--- src/rtl/sdt_pkg.sv ---
package sdt_pkg;
  typedef enum logic [1:0] {
    OP_IDLE  = 2'd0,
    OP_STORE = 2'd1,
    OP_LOAD  = 2'd2
  } dec_op_e;
endpackage

--- src/rtl/sdt_age.sv ---
module sdt_age #(
  parameter int ID_W = 8
) (
  input  logic [ID_W-1:0] head,
  input  logic [ID_W-1:0] older_id,
  input  logic [ID_W-1:0] younger_id,
  output logic            is_live
);
  logic [ID_W-1:0] off_old;
  logic [ID_W-1:0] off_young;

  always_comb begin
    off_old   = older_id - head;
    off_young = younger_id - head;
    is_live   = off_old < off_young;
  end
endmodule

--- src/rtl/sdt_ring.sv ---
module sdt_ring #(
  parameter int DEPTH = 16,
  parameter int ID_W  = 8,
  localparam int IDX_W = $clog2(DEPTH)
) (
  input  logic             clk,
  input  logic             rst_n,
  input  logic             wr_en,
  input  logic [ID_W-1:0]  wr_id,
  input  logic             clr,
  input  logic [IDX_W-1:0] rd_dist,
  output logic [ID_W-1:0]  rd_id,
  output logic             rd_hit
);
  logic [IDX_W-1:0] cur_q, cur_d;
  logic [DEPTH-1:0] val_q, val_d;
  logic [ID_W-1:0]  ids_q [DEPTH];
  logic [IDX_W-1:0] rd_idx;
  logic [IDX_W-1:0] wr_idx;

  always_comb begin
    wr_idx = cur_q + 1'b1;
    cur_d  = cur_q;
    val_d  = val_q;
    if (clr) begin
      val_d = '0;
    end else if (wr_en) begin
      cur_d         = wr_idx;
      val_d[wr_idx] = 1'b1;
    end
  end

  always_ff @(posedge clk or negedge rst_n) begin
    if (!rst_n) begin
      cur_q <= '0;
      val_q <= '0;
    end else begin
      cur_q <= cur_d;
      val_q <= val_d;
    end
  end

  for (genvar e = 0; e < DEPTH; e++) begin : g_ent
    logic we;
    assign we = wr_en && !clr && (wr_idx == IDX_W'(e));
    always_ff @(posedge clk) begin
      if (we) ids_q[e] <= wr_id;
    end
  end

  always_comb begin
    rd_idx = cur_q - rd_dist;
    rd_id  = ids_q[rd_idx];
    rd_hit = val_q[rd_idx];
  end


  cur_step_chk: assert property (@(posedge clk) disable iff (!rst_n)
    (wr_en && !clr) |=> (cur_q == $past(cur_q) + 1'b1) && val_q[cur_q]);


  clear_all_chk: assert property (@(posedge clk) disable iff (!rst_n)
    clr |=> (val_q == '0) && $stable(cur_q));
endmodule

--- src/rtl/sdt_gate.sv ---
module sdt_gate #(
  parameter int ID_W = 8,
  localparam int ROB_DEPTH = 1 << ID_W
) (
  input  logic                 clk,
  input  logic                 rst_n,
  input  logic                 q_valid,
  input  logic                 q_is_store,
  input  logic                 q_addr_done,
  input  logic                 q_port_free,
  input  logic [ID_W-1:0]      q_rob_id,
  input  logic                 q_has_dep,
  input  logic                 q_blind,
  input  logic [ID_W-1:0]      q_prod_id,
  input  logic [ID_W-1:0]      rob_head,
  input  logic [ROB_DEPTH-1:0] store_ready,
  output logic                 q_issue
);
  logic prod_live;
  logic dep_clear;

  sdt_age #(.ID_W(ID_W)) u_age (
    .head       (rob_head),
    .older_id   (q_prod_id),
    .younger_id (q_rob_id),
    .is_live    (prod_live)
  );

  always_comb begin
    dep_clear = q_is_store || q_blind || !q_has_dep || !prod_live ||
                store_ready[q_prod_id];
    q_issue   = q_valid && q_addr_done && q_port_free && dep_clear;
  end


  issue_needs_addr_chk: assert property (@(posedge clk) disable iff (!rst_n)
    q_issue |-> (q_addr_done && q_port_free && q_valid));


  wait_on_producer_chk: assert property (@(posedge clk) disable iff (!rst_n)
    (q_valid && !q_is_store && !q_blind && q_has_dep && prod_live &&
     !store_ready[q_prod_id]) |-> !q_issue);
endmodule

--- src/rtl/sdt_top.sv ---
module sdt_top #(
  parameter int ID_W       = 8,
  parameter int RING_DEPTH = 16,
  localparam int DIST_W    = $clog2(RING_DEPTH),
  localparam int ROB_DEPTH = 1 << ID_W,
  localparam int SPEC_DIST = RING_DEPTH - 1
) (
  input  logic                 clk,
  input  logic                 rst_n,
  input  logic                 dec_valid,
  input  logic                 dec_is_store,
  input  logic [ID_W-1:0]      dec_rob_id,
  input  logic [DIST_W-1:0]    dec_dist,
  input  logic [ID_W-1:0]      rob_head,
  input  logic                 flush,
  output logic                 res_valid,
  output logic [ID_W-1:0]      res_rob_id,
  output logic                 res_has_dep,
  output logic                 res_blind,
  output logic [ID_W-1:0]      res_prod_id,
  input  logic                 q_valid,
  input  logic                 q_is_store,
  input  logic                 q_addr_done,
  input  logic                 q_port_free,
  input  logic [ID_W-1:0]      q_rob_id,
  input  logic                 q_has_dep,
  input  logic                 q_blind,
  input  logic [ID_W-1:0]      q_prod_id,
  input  logic [ROB_DEPTH-1:0] store_ready,
  output logic                 q_issue
);
  import sdt_pkg::*;

  dec_op_e         op;
  logic [ID_W-1:0] rd_id;
  logic            rd_hit;
  logic            prod_live;
  logic            is_blind;
  logic            dep_d;

  logic            rv_q, rv_d;
  logic [ID_W-1:0] rid_q, rid_d;
  logic            rdep_q, rdep_d;
  logic            rbl_q, rbl_d;
  logic [ID_W-1:0] rpid_q, rpid_d;

  always_comb begin
    if (!dec_valid || flush) op = OP_IDLE;
    else if (dec_is_store)   op = OP_STORE;
    else                     op = OP_LOAD;
  end

  sdt_ring #(.DEPTH(RING_DEPTH), .ID_W(ID_W)) u_ring (
    .clk     (clk),
    .rst_n   (rst_n),
    .wr_en   (op == OP_STORE),
    .wr_id   (dec_rob_id),
    .clr     (flush),
    .rd_dist (dec_dist),
    .rd_id   (rd_id),
    .rd_hit  (rd_hit)
  );

  sdt_age #(.ID_W(ID_W)) u_dec_age (
    .head       (rob_head),
    .older_id   (rd_id),
    .younger_id (dec_rob_id),
    .is_live    (prod_live)
  );

  always_comb begin
    is_blind = dec_dist == DIST_W'(SPEC_DIST);
    dep_d    = !is_blind && rd_hit && prod_live;
    rv_d     = op == OP_LOAD;
    rid_d    = rid_q;
    rdep_d   = rdep_q;
    rbl_d    = rbl_q;
    rpid_d   = rpid_q;
    if (op == OP_LOAD) begin
      rid_d  = dec_rob_id;
      rdep_d = dep_d;
      rbl_d  = is_blind;
      rpid_d = rd_id;
    end
  end

  always_ff @(posedge clk or negedge rst_n) begin
    if (!rst_n) begin
      rv_q   <= 1'b0;
      rid_q  <= '0;
      rdep_q <= 1'b0;
      rbl_q  <= 1'b0;
      rpid_q <= '0;
    end else begin
      rv_q   <= rv_d;
      rid_q  <= rid_d;
      rdep_q <= rdep_d;
      rbl_q  <= rbl_d;
      rpid_q <= rpid_d;
    end
  end

  assign res_valid   = rv_q;
  assign res_rob_id  = rid_q;
  assign res_has_dep = rdep_q;
  assign res_blind   = rbl_q;
  assign res_prod_id = rpid_q;

  sdt_gate #(.ID_W(ID_W)) u_gate (
    .clk         (clk),
    .rst_n       (rst_n),
    .q_valid     (q_valid),
    .q_is_store  (q_is_store),
    .q_addr_done (q_addr_done),
    .q_port_free (q_port_free),
    .q_rob_id    (q_rob_id),
    .q_has_dep   (q_has_dep),
    .q_blind     (q_blind),
    .q_prod_id   (q_prod_id),
    .rob_head    (rob_head),
    .store_ready (store_ready),
    .q_issue     (q_issue)
  );


  blind_no_dep_chk: assert property (@(posedge clk) disable iff (!rst_n)
    (res_valid && res_blind) |-> !res_has_dep);


  flush_drops_chk: assert property (@(posedge clk) disable iff (!rst_n)
    flush |=> !res_valid);


  store_no_result_chk: assert property (@(posedge clk) disable iff (!rst_n)
    (dec_valid && dec_is_store) |=> !res_valid);


  load_result_chk: assert property (@(posedge clk) disable iff (!rst_n)
    (dec_valid && !dec_is_store && !flush) |=>
      res_valid && (res_rob_id == $past(dec_rob_id)));
endmodule

--- config.mk ---
export PLATFORM = sky130hd
export DESIGN_NAME = sdt_top
export DESIGN_NICKNAME = d
export VERILOG_FILES = /design/src/rtl/sdt_pkg.sv /design/src/rtl/sdt_age.sv /design/src/rtl/sdt_ring.sv /design/src/rtl/sdt_gate.sv /design/src/rtl/sdt_top.sv
export SDC_FILE = /design/constraint.sdc
export NUM_CORES = 1
export LEC_CHECK = 0
export BUFFER_PORTS_ARGS = -buffer_cell sky130_fd_sc_hd__buf_2
export CORE_MARGIN = 4
export CORE_UTILIZATION = 40
export DETAILED_ROUTE_END_ITERATION = 16
export PLACE_DENSITY = 0.7
export SYNTH_ARGS = -nofsm -noshare
export SYNTH_HDL_FRONTEND = slang
export SYNTH_SLANG_ARGS = --single-unit
--- constraint.sdc ---
create_clock -name clk -period 4.5 [get_ports clk]
set_input_delay 0.45 -clock clk [delete_from_list [all_inputs] [get_ports clk]]
set_output_delay 0.45 -clock clk [all_outputs]
set_load 0.01 [all_outputs]
After elaboration in Yosys (flattened, before gate mapping):

Memories as Yosys holds them, arrays and structs flattened.
Cells that the tools add are included.

* memories kept: 1
* input bits: 303
* memory bits (writable): 128
* register bits: 39

* $add $sub $neg: 6
* bitwise logic cells: 2
* equality and inequality tests: 18
* magnitude comparators: 6
* reduce and logical (&&, ||, !) cells: 51
* multiplexer cells: 87

Memories
* u_ring.ids_q: depth 16, width 8, read ports 1, clocked after Yosys merged registers in 0, wr ports 1, line sdt_ring.sv:17 `logic [ID_W-1:0] ids_q [DEPTH];`

Operators with widths (number)
* $mux 8: 15
* $reduce_or 8->1: 15
* $mux 4: 15
* $mux 1: 50
* $eq 4x4->1 const B: 9
* $mux 16: 2
* $sub 8x8->8: 4
* $logic_and 1x1->1: 23
* $eq 4x3->1 const B: 4
* $lt 8x8->1: 2
* $or 16x16->16: 1
* $lt 4x5->1 const B: 2
* $lt 8x9->1 const B: 1
* $bmux 1 s8: 1
* $eq 4x2->1 const B: 2
* $logic_not 1->1: 5
* $logic_or 1x1->1: 5
* $add 4x1->4 const B: 1
* $bmux 1 s4: 1
* $demux 1 s4: 1
* $eq 4x1->1 const B: 1
* $ge 4x1->1 const B: 1
* $logic_not 4->1: 1
* $mux 2: 2
* 6 further kinds: 6

Logic depth before layout (Yosys ltp):

Gate-level depths: netlist (run 1).

* depth in word-level cells: 24
* mapped depth: 23
* mapped depth without buffers: 21

Cells and area by module:

Synthesis (run 1) repeated with hierarchy kept, for this count alone.

* cells, all modules: 796
* area, all modules: 10777.8 um2

By module, submodules not included
* sdt_ring: sequential area each 4344.2 um2, cells each 351, times used 1, area each 6190.9 um2
* sdt_gate: sequential area each 0.0 um2, cells each 188, times used 1, area each 2240.9 um2
* sdt_age: sequential area each 0.0 um2, cells each 106, times used 2, area each 802.0 um2
* sdt_top: sequential area each 475.5 um2, cells each 45, times used 1, area each 742.0 um2

Worst setup path after synthesis (run 1):

Ideal clock, no wire load.

* path type: register -> register
* start: register u_ring.cur_q[0]
* end: register rdep_q (netlist: res_has_dep)
* slack: -0.261 ns
* cell stages (with the launch flop): 24
* arrival: 4.666 ns
* period minus slack after synthesis: 4.761 ns
* buffers on the path: 2
* cell sequence: dfrtp_1 > inv_1 > ha_1 > inv_1 > fa_1 > clkbuf_1 > clkbuf_1 > mux4_2 > mux2_2 > nand2_1 > o21ai_0 > ha_1 > nor2b_1 > o21ai_0 > a21boi_0 > o21ai_0 > nand2b_1 > a21o_1 > a21oi_1 > xnor2_1 > ha_1 > a21oi_1 > nand3_1 > o31ai_1

* word-level cells in the longest chain between the ends: 5
* elaborated cells on any way between the ends: 8
* classes of those cells: add/sub (2); order compare (1); mux (2); reduce/logical (2); memory (1)

RTL lines
* from (decl): line sdt_ring.sv:15 `logic [IDX_W-1:0] cur_q, cur_d;`
* from (signal assigned): line sdt_ring.sv:38 `cur_q <= cur_d;`
* $sub 4x4->4: line sdt_ring.sv:52 `rd_idx = cur_q - rd_dist;`
* $mem_v2 16x8
* net rd_id[1]: line sdt_top.sv:35 `logic [ID_W-1:0] rd_id;`
* $sub 8x8->8: line sdt_age.sv:13 `off_old = older_id - head;`
* $lt 8x8->1: line sdt_age.sv:15 `is_live = off_old < off_young;`
* $logic_and 1x1->1: line sdt_top.sv:73 `dep_d = !is_blind && rd_hit && prod_live;`
* to (signal assigned): line sdt_top.sv:97 `rdep_q <= rdep_d;`
* to (decl): line sdt_top.sv:43 `logic rdep_q, rdep_d;`

The timed path passes the listed nets, and every way through them passes these cells. The select of a mux whose other input is x is not followed.
A chain may end at the register's enable or synchronous reset.

Worst setup path after layout (run 1):

* start: register u_ring.cur_q[0]
* end: register rdep_q (netlist: res_has_dep)

* word-level cells in the longest chain between the ends: 5
* elaborated cells on any way between the ends: 8
* classes of those cells: add/sub (2); order compare (1); mux (2); reduce/logical (2); memory (1)

RTL lines (line)
* $sub 4x4->4 (*): sdt_ring.sv:52
* $mem_v2 16x8 / $bmux 1 s4 (equally long branches)
* $sub 8x8->8 / $mux 1 (equally long branches): sdt_age.sv:13, sdt_ring.sv:54
* $lt 8x8->1 / $logic_and 1x1->1 (equally long branches): sdt_age.sv:15, sdt_top.sv:73
* $logic_and 1x1->1 (*): sdt_top.sv:73

Mark *: on every way between the ends. The rest lies on a longest branch, timed or not. The select of a mux whose other input is x is not followed.

==> results of run 1 <==
Yosys cell counts (3+ instances only):
library cell and count:
o21bai_1 6, nor3_1 5, nor2_1 35, mux2_2 12, inv_1 34, clkbuf_8 5, xnor2_1 22, edfxtp_1 128
a21oi_1 29, fa_1 5, ha_1 49, nand2_1 74, dfrtp_1 39, nand2b_1 11, mux4_1 12, nor2b_1 7
clkbuf_1 12, nand4_1 4, or3_1 3, nand3_1 12, mux2i_1 22, buf_6 5, o21ai_0 20, a21o_1 24
buf_2 11, mux4_2 83, o22ai_1 3, xor2_1 13, buf_12 3, a22oi_1 13, a22o_1 3
final cells by class:
type / instances / area, um2 / area share, %
diodes: 3 / 7.51 / 0.0575
inverters: 35 / 131 / 1.01
repair buffers: 356 / 1940 / 14.8
clock buffers: 24 / 504 / 3.86
multi-input cells: 495 / 5140 / 39.4
flip-flops and latches: 167 / 4820 / 36.9
well taps: 330 / 413 / 3.16
clock inverters: 8 / 106 / 0.814
power by group through the flow:
stage | Sequential (W) | Combinational (W) | Clock, W
global route | 0.00185 | 0.00419 | 0.00159
detailed placement | 0.00187 | 0.00337 | 0
CTS | 0.00184 | 0.00341 | 0.00151
finish | 0.00184 | 0.00384 | 0.00149
global placement | 0.00187 | 0.00326 | 0
floorplan | 0.00188 | 0.00229 | 0
routing by layer:
metal / share of wire [%] / routed length (um) / track usage, %
met3: 9.0 / 3100 / 5.85
met2: 49 / 16800 / 37.8
met4: 3.0 / 1030 / 8.15
met1: 39 / 13600 / 31.7
met5: 0 / 0 / 0
per-stage QoR:
stage | area [um2] | utilization [%] | total power, W | setup slack, ps | hold WS (ps)
6_report | 13100 | 51.7 | 0.00717 | 200 | 132
3_3_place_gp | 12300 | 48.7 | 0.00513 | 64.4 | 457
2_1_floorplan | 10300 | - | 0.00417 | 4.04 | 154
5_1_grt | 13100 | 51.7 | 0.00763 | -93.8 | 185
3_5_place_dp | 12300 | 48.7 | 0.00524 | -136 | 458
4_1_cts | 12900 | 51.1 | 0.00675 | 8.14 | 146
cells in the final DEF, fill, tap and decap left out, types with 25 or more instances in the layout:
master / count
buf_2: 320
edfxtp_1: 128
nor2_1: 35
nand2_1: 73
buf_4: 29
mux4_2: 83
dfrtp_1: 39
inv_1: 32
a21oi_1: 25
ha_1: 47
cell families after synthesis:
logic type               count (synthesis)  synth area share [%]
adder cells (fa/ha/maj)                 54                  6.93
AND/OR/NAND/NOR                        162                  7.10
multiplexers                           129                  24.7
flip-flops                             167                  46.8
XOR/XNOR                                35                  2.98
buffers and inverters                   73                  4.16
AO/OA/AOI/OAI                          115                  7.33
flip-flops by register name, indices dropped and copies added (netlist names):
| name | cells |
|---|---|
| u_ring.ids_q | 128 |
| u_ring.val_q | 16 |
| res_prod_id | 8 |
| res_rob_id | 8 |
| u_ring.cur_q | 4 |
| res_blind | 1 |
| res_has_dep | 1 |
| res_valid | 1 |
repair_timing:
| action | CTS | global route |
|---|---|---|
| setup endpoints to repair | 1 | 1 |
| pin swaps | 0 | 15 |
| setup buffers | 0 | 5 |
| resized for setup | 2 | 33 |
path summary, 6_finish.rpt:
check                                       startpoint                      endpoint  slack [ps]  depth (start not counted)
max in group asynchronous                        rst_n       res_has_dep$_DFFE_PN0P_        3820                          1
setup / recovery           u_ring.cur_q[0]$_DFFE_PN0P_       res_has_dep$_DFFE_PN0P_         200                         22
hold reg to reg              res_rob_id[1]$_DFFE_PN0P_     res_rob_id[1]$_DFFE_PN0P_         470                          2
hold / removal                                   rst_n         res_blind$_DFFE_PN0P_         130                          1
min in group clk                                 flush  u_ring.val_q[11]$_DFFE_PN0P_         280                          2
setup reg to reg           u_ring.cur_q[0]$_DFFE_PN0P_       res_has_dep$_DFFE_PN0P_         200                         22
worst max-delay path: stages (launching register included):
cell and delay [ps]:
dfrtp_1 390, inv_2 80, ha_4 120, inv_2 40
fa_1 540, buf_12 140, buf_8 120, mux4_2 280
mux2i_1 140, nor2_1 60, a21oi_1 150, buf_4 160
ha_4 140, inv_1 50, fa_1 440, ha_1 290
a21o_1 150, a21o_1 170, a21o_1 170, a21o_1 190
a21oi_2 140, nor2_1 50, o31ai_1 180
==> summary.md, run 1 <==
| Metric | Value |
|---|---|
| Gate power share | 53.5% |
| Max Slew Vio Count | 0 |
| Psw | 0.00255 W |
| Vias in the first global route | 8,144 |
| Critical path class | flop to flop |
| GRT overflow | 0 |
| Synth Instances | 735 |
| CTS tree | done |
| DRC | 0 |
| Worst skew pair latency | 430 ps |
| Synth async-reset ratio | 23.4% |
| Largest net degree at the start of global routing | 44 |
| Status | finished clean |
| Die area | 28,400 um2 |
| Core Box Area | 25,300 um2 |
| Num ports | 323 |
| Hold crit path type | primary input to async pin |
| Vias/cell | 5.70 |
| First-pass GRT wire length | 49,900 um |
| Number of synthesized flops with an enable pin | 128 |
| Net Sw Frac | 35.6% |
| RePlAce Congestion | 0.953 |
| Final Hold Vio Count | 0 |
| Startpoint types | flop |
| Rel. slew slack | 14.5% |
| Yosys warning count | 0 |
| Clock transition at the registers of the reported paths | 60 ps |
| Syn_nets | 1,092 |
| PwrDens | 549 nW/um2 |
| Die extent in y | 168 um |
| Hold_buf cts | 0 |
| Iter 0 DRT Violations | 829 |
| TritonCTS Buffers | 17 |
| Max-cap viol count | 0 |
| Final Skew | 6.27 ps |
| Layout Area Growth over Synthesis | 26.9% |
| Drt wl/cell | 24.4 um |
| I/O Buffers | 322 |
| Pleak | 5.69 nW |
| Setup TNS | 0 ps |
| Crit end category | flop |
| Crit path required time | 4830 ps |
| Setup violations, final | 0 |
| Sequential power share | 25.7% |
| Arrival @ worst endpoint | 4640 ps |
| RSZ-0062 raised after global routing | true |
| Total GRT Usage | 23.6% |
| Leading area contributor after synthesis | edfxtp_1 |
| DRT Pass-1 Iters | 5 |
| Distinct cells, synth | 59 |
| Average size of a mapped cell | 14.0 um2 |
| Row count | 58 |
| Yosys top cell area share | 37.3% |
| Sequential area share after synthesis | 46.8% |
| Post-route insts no fill | 1,418 |
| Die Span X | 168 um |
| Mapped Area | 10,300 um2 |
| Initial core utilization | 40.8% |
| Synth Flop Type | edfxtp_1 |
| DRT antenna net count | 0 |
| Final nets | 1,429 |
| Crit Path Max Fanout | 8 |
| Final wirelength | 34,600 um |
| CTS H-Tree Depth | 4 |
| Worst vdd ir | 0.500 mV |
| Tmin final | 4300 ps |
| Worst-Margin Slew | 1280 ps |
| Initial antenna violation count | 2 |
| Inst Count DP | 1,378 |
| CTS max path bufs | 2 |
| Detailed placer's ending HPWL | 27,200 um |
| DR vias | 8,086 |
| CTS Sinks | 167 |
| Layout cell share with drive strength beyond 1 | 46.2% |
| Cell-internal power | 0.00462 W |
| Leading post-synthesis cells by cell area | edfxtp_1 37%, mux4_2 18%, dfrtp_1 9.5% |
| Clock power share | 20.8% |
| Fillcell total | 2,169 |
| Max frequency | 233 MHz |
| Root buffer cell | clkbuf_16 |
| Synth Register Bits | 167 |
| Period utilisation layout | 95.6% |
No activity file was read; power rests on OpenSTA's default activity.
==> inputs of run 2 (changes only) <==
--- a/config.mk
+++ b/config.mk
@@ -6,6 +6,7 @@
 export NUM_CORES = 1
 export LEC_CHECK = 0
 export BUFFER_PORTS_ARGS = -buffer_cell sky130_fd_sc_hd__buf_2
+export CORE_ASPECT_RATIO = 0.75
 export CORE_MARGIN = 4
 export CORE_UTILIZATION = 40
 export DETAILED_ROUTE_END_ITERATION = 16
==> summary.md, run 2 (synthesized netlist as in run 1, its figures left out) <==
| Metric | Value |
|---|---|
| Status | finished clean |
| Die Span X | 193 um |
| Worst r2r dst | res_has_dep$_DFFE_PN0P_ |
| Clock transition at the registers of the reported paths | 70 ps |
| Total GRT Usage | 22.9% |
| PwrDens | 550 nW/um2 |
| CTS max path bufs | 2 |
| Critical-path top delay cell | fa_1 |
| Iter 0 DRT Violations | 736 |
| DRC | 0 |
| RePlAce Congestion | 0.858 |
| DRT antenna net count | 0 |
| Layout Area Growth over Synthesis | 27.0% |
| Critical path class | flop to flop |
| Drt wl/cell | 23.4 um |
| Crit-path max cell delay | 560 ps |
| Crit path required time | 4830 ps |
| Root buffer cell | clkbuf_16 |
| Initial antenna violation count | 2 |
| N_diodes | 0 |
| Die extent in y | 147 um |
| Layout cell share with drive strength beyond 1 | 46.5% |
| Hold_buf cts | 0 |
| CTS tree | done |
| CTS H-Tree Depth | 4 |
| Setup violations, final | 0 |
| Detailed placer's ending HPWL | 26,000 um |
| Commonest non-fill, non-tap cell in the layout | buf_2 |
| Row count | 50 |
| CTS Sinks | 167 |
| Period utilisation layout | 97.7% |
| FF-to-FF Start | u_ring.cur_q[0]$_DFFE_PN0P_ |
| Worst r2r path cells | 21 |
| Setup crit start | u_ring.cur_q[0]$_DFFE_PN0P_ |
| Post-layout util | 52.0% |
| First-pass GRT wire length | 48,800 um |
| Regs by FF count | u_ring.ids_q x128, u_ring.val_q x16 |
| Arrival @ worst endpoint | 4730 ps |
| Initial core utilization | 40.9% |
| Tmin final | 4400 ps |
| Max FFs per register | 128 |
| Final nets | 1,434 |
| Reg with most FFs | u_ring.ids_q |
| Final Skew | 6.86 ps |
| R2r setup slk | 100 ps |
| Hold crit path type | primary input to async pin |
| Worst-Margin Slew | 1270 ps |
| Critical path cell sequence | inv_2, ha_4, inv_2, fa_1, buf_6, buf_6, mux4_2, mux2_4, nand2_2, o21ai_2, ha_1, a21boi_2, o21ai_1, nand2b_1, a21o_1, a21oi_2, xnor2_1, ha_1, a21oi_2, nand3_1, o31ai_1 |
| Vias in the first global route | 8,103 |
| Core Box Area | 25,100 um2 |
| DRT Pass-1 Iters | 5 |
| Pleak | 5.71 nW |
| Die area | 28,400 um2 |
| TritonCTS Buffers | 17 |
| Startpoint types | flop |
| Num ports | 323 |
| Max Slew Vio Count | 0 |
| End of the critical path | res_has_dep$_DFFE_PN0P_ |
| Total Power | 0.00719 W |
| Vias/cell | 5.55 |
| Crit end category | flop |
| Final Hold Vio Count | 0 |
| I/O Buffers | 322 |
| Rel. slew slack | 15.1% |
| GRT overflow | 0 |
| Worst skew pair latency | 430 ps |
| Max-cap viol count | 0 |
| Final wirelength | 33,500 um |
| Max frequency | 228 MHz |
| DR vias | 7,932 |
| Crit Path Max Fanout | 5 |
| Worst vdd ir | 0.392 mV |
| Worst hold margin | 180 ps |
| Most frequent cells in the layout | 320 x buf_2, 128 x edfxtp_1, 83 x mux4_2, 72 x nand2_1, 48 x ha_1 |
| Largest net degree at the start of global routing | 73 |
| RSZ-0062 raised after global routing | true |
| Fillcell total | 2,191 |
[run 2: changes by cell type in the layout (fill, tap and decap cells not counted), moves of 3 or more]
cell / previous run / this run
inv_8: 0 / 3
diode_2: 3 / 0
buf_8: 3 / 0
o21ai_2: 4 / 1
clkbuf_1: 4 / 0
buf_4: 29 / 36
[run 2: final cells by class]
cell class	count	area (um2)	area share, %
clock buffers	17	425	3.26
multi-input cells	495	5140	39.3
inverters	35	131	1.01
well taps	338	423	3.24
repair buffers	361	1940	14.9
flip-flops and latches	167	4820	36.9
clock inverters	15	189	1.45
[run 2: what timing repair did]
item                       CTS  global route
setup endpoints to repair    1             1
buffers inserted             0             5
resized for setup            4            23
gates cloned                 0             1
pin swaps                    0            15
[run 2: critical path, delay by kind of cell (launching register included)]
family                     cells  cell delay [ps]
and+or+nand+nor                3              240
muxes                          2              780
buffers and inverters          4              390
DFF                            1              390
xor gates and xnor gates       1              140
AOI/OAI and AO/OA              7             1070
adders and majority gates      4             1290
[run 2: where the power goes]
group / leakage, nW / internal, W / switching [W] / total [W]
Clock: 0.301 / 0.000887 / 0.000644 / 0.00153
Combinational: 3.75 / 0.00192 / 0.00190 / 0.00382
Sequential: 1.66 / 0.00178 / 0.0000583 / 0.00183
[run 2: how the worst min path moves through the flow]
stage                              endpoint                       from  depth (start not counted)  slack, ps
2_1_floorplan         res_blind$_DFFE_PN0P_                      rst_n                          0        150
3_3_place_gp      res_rob_id[6]$_DFFE_PN0P_  res_rob_id[6]$_DFFE_PN0P_                          2        460
3_5_place_dp      res_rob_id[3]$_DFFE_PN0P_  res_rob_id[3]$_DFFE_PN0P_                          2        460
4_1_cts           res_rob_id[6]$_DFFE_PN0P_                      rst_n                          1        200
5_1_grt           res_rob_id[6]$_DFFE_PN0P_                      rst_n                          1        250
6_report       u_ring.val_q[11]$_DFFE_PN0P_                      rst_n                          1        180
[run 2: stage by stage]
step	TNS, ps	instance area [um2]	std cells	worst slack [ps]
after floorplan	0	10300	735	4.04
after global routing	-98.9	13100	1428	-98.9
after detailed placement	-205	12300	1390	-205
final	0	13100	1428	104
after global placement	-107	12300	1390	-107
after CTS	0	12900	1422	13.4
[run 2: metal layers]
layer / track usage [%] / wire (um)
met5: 0 / 27
met4: 4.53 / 467
met3: 6.65 / 2880
met2: 34.8 / 15400
met1: 33.2 / 14700
